==> config.mk <==
export PLATFORM = sky130hd
export DESIGN_NAME = blank_dma
export DESIGN_NICKNAME = d
export VERILOG_FILES = /design/src/rtl/blank_dma_pkg.sv /design/src/rtl/blank_dma_chan.sv /design/src/rtl/blank_dma_pick.sv /design/src/rtl/blank_dma.sv
export SDC_FILE = /design/constraint.sdc
export NUM_CORES = 2
export LEC_CHECK = 0
export BUFFER_PORTS_ARGS = -buffer_cell sky130_fd_sc_hd__buf_2
export CORE_MARGIN = 3
export CORE_UTILIZATION = 58
export DETAILED_ROUTE_END_ITERATION = 8
export HOLD_SLACK_MARGIN = 0.03
export PLACE_DENSITY = 0.78
export SLEW_MARGIN = 20
export SYNTH_ARGS = -nofsm -noshare
export SYNTH_HDL_FRONTEND = slang
export SYNTH_SLANG_ARGS = --single-unit
==> constraint.sdc <==
create_clock -name clk -period 4.02 [get_ports clk]
set_clock_uncertainty 0.15 [all_clocks]
set_input_delay 0.201 -clock clk [delete_from_list [all_inputs] [get_ports clk]]
set_output_delay 0.201 -clock clk [all_outputs]
set_load 0.05 [all_outputs]
==> src/rtl/blank_dma_pkg.sv <==
package blank_dma_pkg;

  typedef enum logic [1:0] {
    ST_NOW = 2'd0,
    ST_VBL = 2'd1,
    ST_HBL = 2'd2,
    ST_SPC = 2'd3
  } start_e;

  typedef enum logic [1:0] {
    AM_INC = 2'd0,
    AM_DEC = 2'd1,
    AM_FIX = 2'd2,
    AM_RLD = 2'd3
  } amode_e;

  typedef struct packed {
    logic   enable;
    logic   irq_en;
    start_e start;
    logic   wide;
    logic   rpt;
    amode_e src_m;
    amode_e dst_m;
  } ctrl_t;

  localparam int CTRL_W = $bits(ctrl_t);

  // mode 3 steps upward: reload is handled by the channel, not here
  function automatic logic [31:0] next_addr(logic [31:0] a, amode_e m, logic wide);
    logic [31:0] d;
    d = wide ? 32'd4 : 32'd2;
    case (m)
      AM_DEC:  return a - d;
      AM_FIX:  return a;
      default: return a + d;
    endcase
  endfunction

endpackage

==> src/rtl/blank_dma_chan.sv <==
module blank_dma_chan
  import blank_dma_pkg::*;
#(
  parameter int CW = 14
) (
  input  logic        clk,
  input  logic        rst_n,
  input  logic        wr_en,
  input  logic [1:0]  wr_reg,
  input  logic [31:0] wr_data,
  input  logic        hblank,
  input  logic        vblank,
  input  logic        step_i,
  output logic        ready_o,
  output logic [31:0] src_o,
  output logic [31:0] dst_o,
  output logic        wide_o,
  output logic        imm_o,
  output logic        en_o,
  output logic        irq_o
);

  localparam logic [CW-1:0] CMAX = '1;

  ctrl_t         ctrl;
  logic [31:0]   src_p, dst_p, src_w, dst_w;
  logic [CW-1:0] cnt_p, cnt_w;
  logic          armed;

  ctrl_t new_ctrl;
  logic  ctrl_wr, en_edge, blank_hit, last;
  logic [CW-1:0] reload;

  assign new_ctrl  = ctrl_t'(wr_data[CTRL_W-1:0]);
  assign ctrl_wr   = wr_en && (wr_reg == 2'd3);
  assign en_edge   = ctrl_wr && new_ctrl.enable && !ctrl.enable;
  assign blank_hit = !armed && ctrl.enable &&
                     ((hblank && ctrl.start == ST_HBL) || (vblank && ctrl.start == ST_VBL));
  assign last      = (cnt_w == CW'(1));
  assign reload    = (cnt_p == '0) ? CMAX : cnt_p;

  always_ff @(posedge clk or negedge rst_n) begin
    if (!rst_n) begin
      ctrl  <= '0;
      src_p <= '0;
      dst_p <= '0;
      cnt_p <= '0;
      src_w <= '0;
      dst_w <= '0;
      cnt_w <= '0;
      armed <= 1'b0;
      irq_o <= 1'b0;
    end else begin
      irq_o <= 1'b0;
      if (wr_en && wr_reg == 2'd0) src_p <= wr_data;
      if (wr_en && wr_reg == 2'd1) dst_p <= wr_data;
      if (wr_en && wr_reg == 2'd2) cnt_p <= wr_data[CW-1:0];
      if (en_edge) begin
        src_w <= src_p;
        dst_w <= dst_p;
        cnt_w <= reload;
        armed <= (new_ctrl.start == ST_NOW);
      end else if (step_i) begin
        src_w <= next_addr(src_w, ctrl.src_m, ctrl.wide);
        dst_w <= next_addr(dst_w, ctrl.dst_m, ctrl.wide);
        cnt_w <= cnt_w - CW'(1);
        if (last) begin
          armed <= 1'b0;
          if (!ctrl.rpt) begin
            ctrl.enable <= 1'b0;
            irq_o       <= ctrl.irq_en;
          end
        end
      end else if (blank_hit) begin
        armed <= 1'b1;
        if (ctrl.rpt) begin
          cnt_w <= reload;
          if (ctrl.dst_m == AM_RLD) dst_w <= dst_p;
        end
      end
      if (ctrl_wr) ctrl <= new_ctrl;
    end
  end

  assign ready_o = armed && ctrl.enable;
  assign src_o   = src_w;
  assign dst_o   = dst_w;
  assign wide_o  = ctrl.wide;
  assign imm_o   = (ctrl.start == ST_NOW);
  assign en_o    = ctrl.enable;


  irq_after_step_chk: assert property (@(posedge clk) disable iff (!rst_n)
    irq_o |-> $past(step_i));


  arm_cause_chk: assert property (@(posedge clk) disable iff (!rst_n)
    $rose(armed) |-> $past(ctrl_wr || hblank || vblank));


  fixed_src_chk: assert property (@(posedge clk) disable iff (!rst_n)
    (step_i && !ctrl_wr && ctrl.src_m == AM_FIX) |=> $stable(src_w));

endmodule

==> src/rtl/blank_dma_pick.sv <==
module blank_dma_pick #(
  parameter int N  = 4,
  localparam int IW = $clog2(N)
) (
  input  logic          clk,
  input  logic          rst_n,
  input  logic [N-1:0]  req,
  output logic [N-1:0]  grant,
  output logic [IW-1:0] idx,
  output logic          any
);

  always_comb begin
    grant = '0;
    idx   = '0;
    for (int i = N - 1; i >= 0; i--) begin
      if (req[i]) begin
        grant    = '0;
        grant[i] = 1'b1;
        idx      = IW'(i);
      end
    end
  end

  assign any = |req;


  grant_onehot_chk: assert property (@(posedge clk) disable iff (!rst_n)
    $onehot0(grant) && (any == (grant != '0)));

endmodule

==> src/rtl/blank_dma.sv <==
module blank_dma
  import blank_dma_pkg::*;
#(
  parameter int NCH        = 4,
  parameter int CNT_W      = 14,
  parameter int CNT_W_LAST = 16,
  localparam int IW = $clog2(NCH)
) (
  input  logic            clk,
  input  logic            rst_n,
  input  logic            cfg_we,
  input  logic [IW-1:0]   cfg_chan,
  input  logic [1:0]      cfg_reg,
  input  logic [31:0]     cfg_wdata,
  input  logic            hblank,
  input  logic            vblank,
  output logic            xfer_valid,
  input  logic            xfer_ready,
  output logic [31:0]     xfer_src,
  output logic [31:0]     xfer_dst,
  output logic            xfer_wide,
  output logic [IW-1:0]   xfer_chan,
  output logic            cpu_stall,
  output logic [NCH-1:0]  irq,
  output logic [NCH-1:0]  chan_en
);

  logic [NCH-1:0] rdy, grant, wide_v, imm_v;
  logic [31:0]    src_v [NCH];
  logic [31:0]    dst_v [NCH];

  for (genvar g = 0; g < NCH; g++) begin : g_ch
    localparam int CW = (g == NCH - 1) ? CNT_W_LAST : CNT_W;
    blank_dma_chan #(.CW(CW)) u_ch (
      .clk     (clk),
      .rst_n   (rst_n),
      .wr_en   (cfg_we && (cfg_chan == IW'(g))),
      .wr_reg  (cfg_reg),
      .wr_data (cfg_wdata),
      .hblank  (hblank),
      .vblank  (vblank),
      .step_i  (grant[g] && xfer_ready),
      .ready_o (rdy[g]),
      .src_o   (src_v[g]),
      .dst_o   (dst_v[g]),
      .wide_o  (wide_v[g]),
      .imm_o   (imm_v[g]),
      .en_o    (chan_en[g]),
      .irq_o   (irq[g])
    );
  end

  blank_dma_pick #(.N(NCH)) u_pick (
    .clk   (clk),
    .rst_n (rst_n),
    .req   (rdy),
    .grant (grant),
    .idx   (xfer_chan),
    .any   (xfer_valid)
  );

  always_comb begin
    xfer_src  = '0;
    xfer_dst  = '0;
    xfer_wide = 1'b0;
    cpu_stall = 1'b0;
    for (int i = 0; i < NCH; i++) begin
      if (grant[i]) begin
        xfer_src  = src_v[i];
        xfer_dst  = dst_v[i];
        xfer_wide = wide_v[i];
        cpu_stall = imm_v[i];
      end
    end
  end


  stall_needs_req_chk: assert property (@(posedge clk) disable iff (!rst_n)
    cpu_stall |-> xfer_valid);


  held_req_chk: assert property (@(posedge clk) disable iff (!rst_n)
    (xfer_valid && !xfer_ready && !cfg_we && !hblank && !vblank)
      |=> (xfer_valid && $stable(xfer_chan) && $stable(xfer_src) && $stable(xfer_dst)));

endmodule

* Word level (Yosys, flattened, before mapping)
Cells that the tools add are included.
** Storage, ports and cells
- Flip-flop bits (word level) :: 676
- Word-level logic and storage cells :: 394
- Output and inout port bits :: 77
** Operators by class
- Reductions and logical operators :: 120
- Eq/ne operators :: 58
- Mux-type cells :: 136
- Add/sub/neg operators :: 20
** Operator list (number)
- 2-to-1 mux 32 bit :: 36
- case mux 32 bit (2 select lines) :: 8
- adder 32 bit :: 8
- subtractor 32 bit :: 8
- 2-to-1 mux 14 bit :: 15
- 2-to-1 mux 16 bit :: 5
- 2-to-1 mux 1 bit :: 56
- logical AND 1 bit :: 52
- == test 14 x 1 -> 1 bit (second input constant) :: 3
- logical NOT 14 bit :: 3
- subtractor 14 x 1 -> 14 bit (second input constant) :: 3
- == test 2 bit (second input constant) :: 20
- 2-to-1 mux 10 bit :: 4
- nonzero test 3 bit :: 12
- AND reduction 4 bit :: 8
- == test 2 x 1 -> 1 bit (second input constant) :: 14
- inequality test 3 bit (second input constant) :: 8
- AND reduction 2 bit :: 12
- nonzero test 2 bit :: 12
- == test 16 x 1 -> 1 bit (second input constant) :: 1
- logical NOT 16 bit :: 1
- 2-to-1 mux 4 bit :: 4
- inequality test 2 x 1 -> 1 bit (second input constant) :: 8
- subtractor 16 x 1 -> 16 bit (second input constant) :: 1
- other kinds (7) :: 32

* Longest topological paths before layout
- Depth after elaboration :: 9
- Mapped depth :: 17

* By module
A second synthesis with hierarchy kept.
** Second synthesis, totals
- Cells, all modules :: 4646
- Area total of the unflattened synthesis :: 42534.5 µm²
** Modules (own cells, without submodules)
- blank_dma_chan (g_ch[0].u_ch ...) :: cells an instance 1090, times used 2, area each 10173.5 µm², sequential area each 4204.0 µm²
- blank_dma_chan (g_ch[2].u_ch) :: cells an instance 1104, times used 1, area each 10247.3 µm², sequential area each 4204.0 µm²
- blank_dma_chan (g_ch[3].u_ch) :: cells an instance 1103, times used 1, area each 10237.3 µm², sequential area each 4304.1 µm²
- blank_dma :: cells an instance 249, times used 1, area each 1644.1 µm², sequential area each 0.0 µm²
- blank_dma_pick :: cells an instance 10, times used 1, area each 58.8 µm², sequential area each 0.0 µm²

* Worst setup path before layout
OpenSTA, ideal clock, no wires.
- Kind :: reg-to-reg
- From :: reg g_ch[1].u_ch.ctrl[1] (netlist name)
- To :: reg g_ch[1].u_ch.dst_w[28]
- Cell stages (with the launch flop) :: 18
- Data arrival time :: 4.125 ns
- Library setup time :: 0.080 ns
- Setup slack :: -0.335 ns
- Data required time :: 3.790 ns
- Buffers on the path :: 4
- Cell sequence :: dfrtp_1 -> nand2b_1 -> clkbuf_1 -> buf_1 -> buf_1 -> clkbuf_1 -> nor2_1 -> ha_1 -> and2b_1 -> nor2_1 -> maj3_2 -> or3_1 -> o41a_1 -> o22ai_2 -> nand2_1 -> mux2i_1 -> a31oi_1 -> a2bb2oi_1
** Between the ends
- Word-level cells in the longest chain between the ends :: 4
- Elaborated cells on any way between the ends :: 9
- Classes of those cells :: eq/ne (4); mux (3); reduce/logical (2)
** Ends and longest elaborated chain
- from (decl) :: line blank_dma_chan.sv:25 : ctrl_t ctrl;
- from (signal assigned) :: line blank_dma_chan.sv:81 : if (ctrl_wr) ctrl <= new_ctrl;
- == test 2 bit or == test 2 x 1 -> 1 bit (tied branches) :: line blank_dma_pkg.sv:33 : case (m)
- case mux 32 bit (2 select lines) :: line blank_dma_pkg.sv:33
- 2-to-1 mux 32 bit :: line blank_dma_chan.sv:63 : end else if (step_i) begin
- 2-to-1 mux 32 bit :: line blank_dma_chan.sv:58 : if (en_edge) begin
- to (signal assigned) :: line blank_dma_chan.sv:60 : dst_w <= dst_p;
- to (signal assigned) :: line blank_dma_chan.sv:65 : dst_w <= next_addr(dst_w, ctrl.dst_m, ctrl.wide);
- to (signal assigned) :: line blank_dma_chan.sv:78 : if (ctrl.dst_m == AM_RLD) dst_w <= dst_p;
- to (decl) :: line blank_dma_chan.sv:26 : logic [31:0] src_p, dst_p, src_w, dst_w;
Parallel ways exist; a longest one is shown, timed or not.
A chain may end at the register's enable or synchronous reset.

* Worst setup path after layout
- From :: reg g_ch[0].u_ch.ctrl (netlist bit g_ch[0].u_ch.en_o)
- To :: out xfer_dst[3]
** Between the ends
- Word-level cells in the longest chain between the ends :: 6
** Ends and longest elaborated chain
- from (decl) :: line blank_dma_chan.sv:25
- from (signal assigned) :: line blank_dma_chan.sv:81
- logical AND 1 bit (*) :: line blank_dma_chan.sv:85 : assign ready_o = armed && ctrl.enable;
- 2-to-1 mux 4 bit (*) :: line blank_dma_pick.sv:17 : if (req[i]) begin
- 2-to-1 mux 32 bit (3 in series) :: line blank_dma.sv:68 : if (grant[i]) begin
- 2-to-1 mux 32 bit (*) :: line blank_dma.sv:68
- to (decl) :: line blank_dma.sv:20 : output logic [31:0] xfer_dst,
Every way passes the cells marked *; elsewhere a longest branch is shown, timed or not.

==> metrics.txt <==
status complete, but fails checks; failing checks DRC; Crit Path Category register to primary output; top_reg_cell synth dfrtp_1; vias per cell 6.81; WP buf/inv 2; initial core utilization 0.587; Setup Buffers After CTS 0; post-synthesis compound-gate area fraction 0.223; RSZ-0062 raised after global routing no; Die Y 273 um; largest net degree at the start of global routing 115; Synth Area per Inst 9.15 um^2; via count between 30000 and 40000; CP peak stage delay 0.70 ns; htree depth 3; Post-Syn Instances roughly 4500; Post-synth EDFFs 0; Core ar. approximately 70000 um^2; vias in the first global route ~35000; row cnt 97; DP Wirelength between 90000 and 100000 um; Root Buffer clkbuf_16; GR Util met1 0.482; Netlist cell types 94; layout cell share with drive strength beyond 1 0.167; register area share after synthesis 0.410; full die area ~74000 um^2; max-capacitance violation count 0; PwrDens 760 nW/um^2; Ports 119; Final GP Congestion between 0.9 and 1; Synth Area in Simple Gates 0.158; mean routed wirelength per cell 25.1 um; CTS sink count 676; worst-path cell chain and2_2 > nor3_4 > buf_4 > nand2_1 > o21ai_0 > o22ai_1 > a2bb2oi_1 > buf_2; Async SR Flop Fraction 1.00; drt first-iter violations 4324; Placed Area 42700 um^2; Slew HR 0.253; syn nets 4697; Tot Pwr 0.0346 W; antenna violations before repair 12; first-pass detailed-route iteration total 9; largest family of logic cells by synthesized area compound AO/OA/AOI/OAI gates; Final ANT Viol Nets 0; die span in x about 270 um; Finish-stage setup viols 0; clock buffer depth 3; CTS tree yes; xor and xnor area share after synthesis 0.0238; CP startpoint kind register; Max rail drop VDD 0.913 mV; nets 4670; cell area after layout 45500 um^2; Clock Latency Late Sink between 0.6 and 0.7 ns; leakage power 19.6 nW; worst path required time approximately 3.7 ns; yosys warns 0; Worst-Margin Slew 1.12 ns; drt drc 10; gr usage total 0.365; top cells by count, synth dfrtp_1, a21oi_1, o21ai_0, nor2_1, mux2_2; met2 Use GR 0.554; mux contribution to synthesized area 0.103; Final min period 3.95 ns; Post-Syn Area 41300 um^2; grt met3 use 0.0708; IO buf count roughly 120; #FFs+latches synth 676; Worst Setup End Kind primary output; Min-Delay Path Class primary input to async pin; area leader, netlist dfrtp_1; Tcrit/Tclk final 0.984; wirelength, routed 138000 um; total global routing overflow 0; CP arrival 3.60 ns; share of the synthesized area in the top cell type 0.410; Layout area overhead 10.2%; Fin Hold WS 0.0363 ns; Adder-Cell Fraction of Synth Area 0.0439; Fmax approximately 250 MHz; first-pass GRT wire length 210000 um; crit path max-delay cell type buf_4; critical path's top delay family buffers and inverters; Final Hold Viols 0; cell with the most instances after synthesis dfrtp_1; grt peak-use layer met2; synth top area cells dfrtp_1, mux2_2, a21oi_1, o21ai_0, ha_1; Setup Total Neg Slack 0 ns; Crit Path Max Fanout slightly below 70; TritonCTS Buffers 76; Max Slew Vio Count 0; Reg clk slew, reported paths 0.06 ns
worst reg2reg max path: cells and delay by family (launching register included):
kind                     cells  cell delay, ns
AO/OA/AOI/OAI                7            1.68
adder cells (fa/ha/maj)      1            0.33
buffers and inverters        2            0.40
flip-flops                   1            0.36
multiplexers                 1            0.11
AND/OR/NAND/NOR              3            0.66
through the flow:
stage / std cells / setup WS (ns) / util
floorplan: 4511 / 0.0109 / -
global placement: 5341 / 0.338 / 0.608
detailed placement: 5341 / 0.185 / 0.608
CTS: 5485 / 0.150 / 0.647
global route: 5487 / 0.00203 / 0.647
finish: 5493 / 0.0662 / 0.647
layout by cell type, fill, tap and decap left out, drive strengths merged, types with 45 or more instances in the layout:
cell type / instances
nand4: 45
inv: 97
a222oi: 55
a21o: 58
nor2: 370
and3: 54
mux2: 351
a22oi: 124
a31oi: 48
o22ai: 69
nand3: 114
dfrtp: 676
xnor2: 76
nor3: 130
ha: 144
nor4: 52
clkbuf: 103
a21oi: 386
buf: 206
nand2: 348
o21ai: 391
flip-flops by register name, summed over array words and instances, names as in the netlist:
signal and cells:
g_ch.u_ch.wide_o 4, g_ch.u_ch.dst_o 128, g_ch.u_ch.irq_o 4, g_ch.u_ch.cnt_p 58, g_ch.u_ch.armed 4, g_ch.u_ch.src_o 128, g_ch.u_ch.cnt_w 58, g_ch.u_ch.ctrl 32
g_ch.u_ch.dst_p 128, g_ch.u_ch.en_o 4, g_ch.u_ch.src_p 128
cell families (layout without fill, tap and decap cells):
logic type	count (synthesis)	count (layout)
adders and majority gates	145	145
DFF	676	676
AOI/OAI and AO/OA	1443	1443
other	0	8
xor gates and xnor gates	112	112
buffers and inverters	412	446
and+or+nand+nor	1344	1344
muxes	379	379
area by class of cell:
cell class | count | area (um^2)
Fill cell | 5734 | 24800
Multi-Input combinational cell | 3423 | 22900
Sequential cell | 676 | 16900
Clock buffer | 103 | 2190
Timing Repair Buffer | 211 | 1440
Tap cell | 940 | 1180
Clock inverter | 36 | 494
Inverter | 96 | 360
Antenna cell | 8 | 20.0
worst paths after layout:
| check | from | slack (ns) | depth (start not counted) | endpoint |
|---|---|---|---|---|
| hold reg to reg | g_ch[3].u_ch.src_p[0] | 0.32 | 2 | g_ch[3].u_ch.src_o[0] |
| hold / removal | rst_n | 0.04 | 2 | g_ch[0].u_ch.dst_o[26] |
| min in group clk | cfg_wdata[31] | 0.08 | 2 | g_ch[2].u_ch.src_p[31] |
| max in group asynchronous | rst_n | 2.49 | 3 | g_ch[3].u_ch.src_o[16] |
| setup reg to reg | g_ch[2].u_ch.ctrl[3] | 0.22 | 14 | g_ch[2].u_ch.src_o[31] |
| setup / recovery | g_ch[0].u_ch.en_o | 0.07 | 8 | xfer_dst[3] |
report_power, final:
group	internal, W	leakage (nW)	total, W	switching, W
Combinational	0.00543	9.94	0.0147	0.00930
Clock	0.00453	1.33	0.00749	0.00296
Sequential	0.00906	8.36	0.0123	0.00328
per-layer routing:
| layer | vias up | wire length [um] |
|---|---|---|
| li1 | 16800 | - |
| met3 | 468 | 12800 |
| met4 | 4 | 9630 |
| met5 | - | 18 |
| met1 | 18200 | 54700 |
| met2 | 1921 | 60400 |
timing repair:
| item | 4_1_cts | 5_1_grt |
|---|---|---|
| endpoints found under the setup margin | 0 | 8 |
| gates resized for setup | 0 | 7 |
| endpoints found under the hold margin | 155 | 0 |
| hold buffers | 5 | 0 |
No activity file was read; power rests on OpenSTA's default activity.
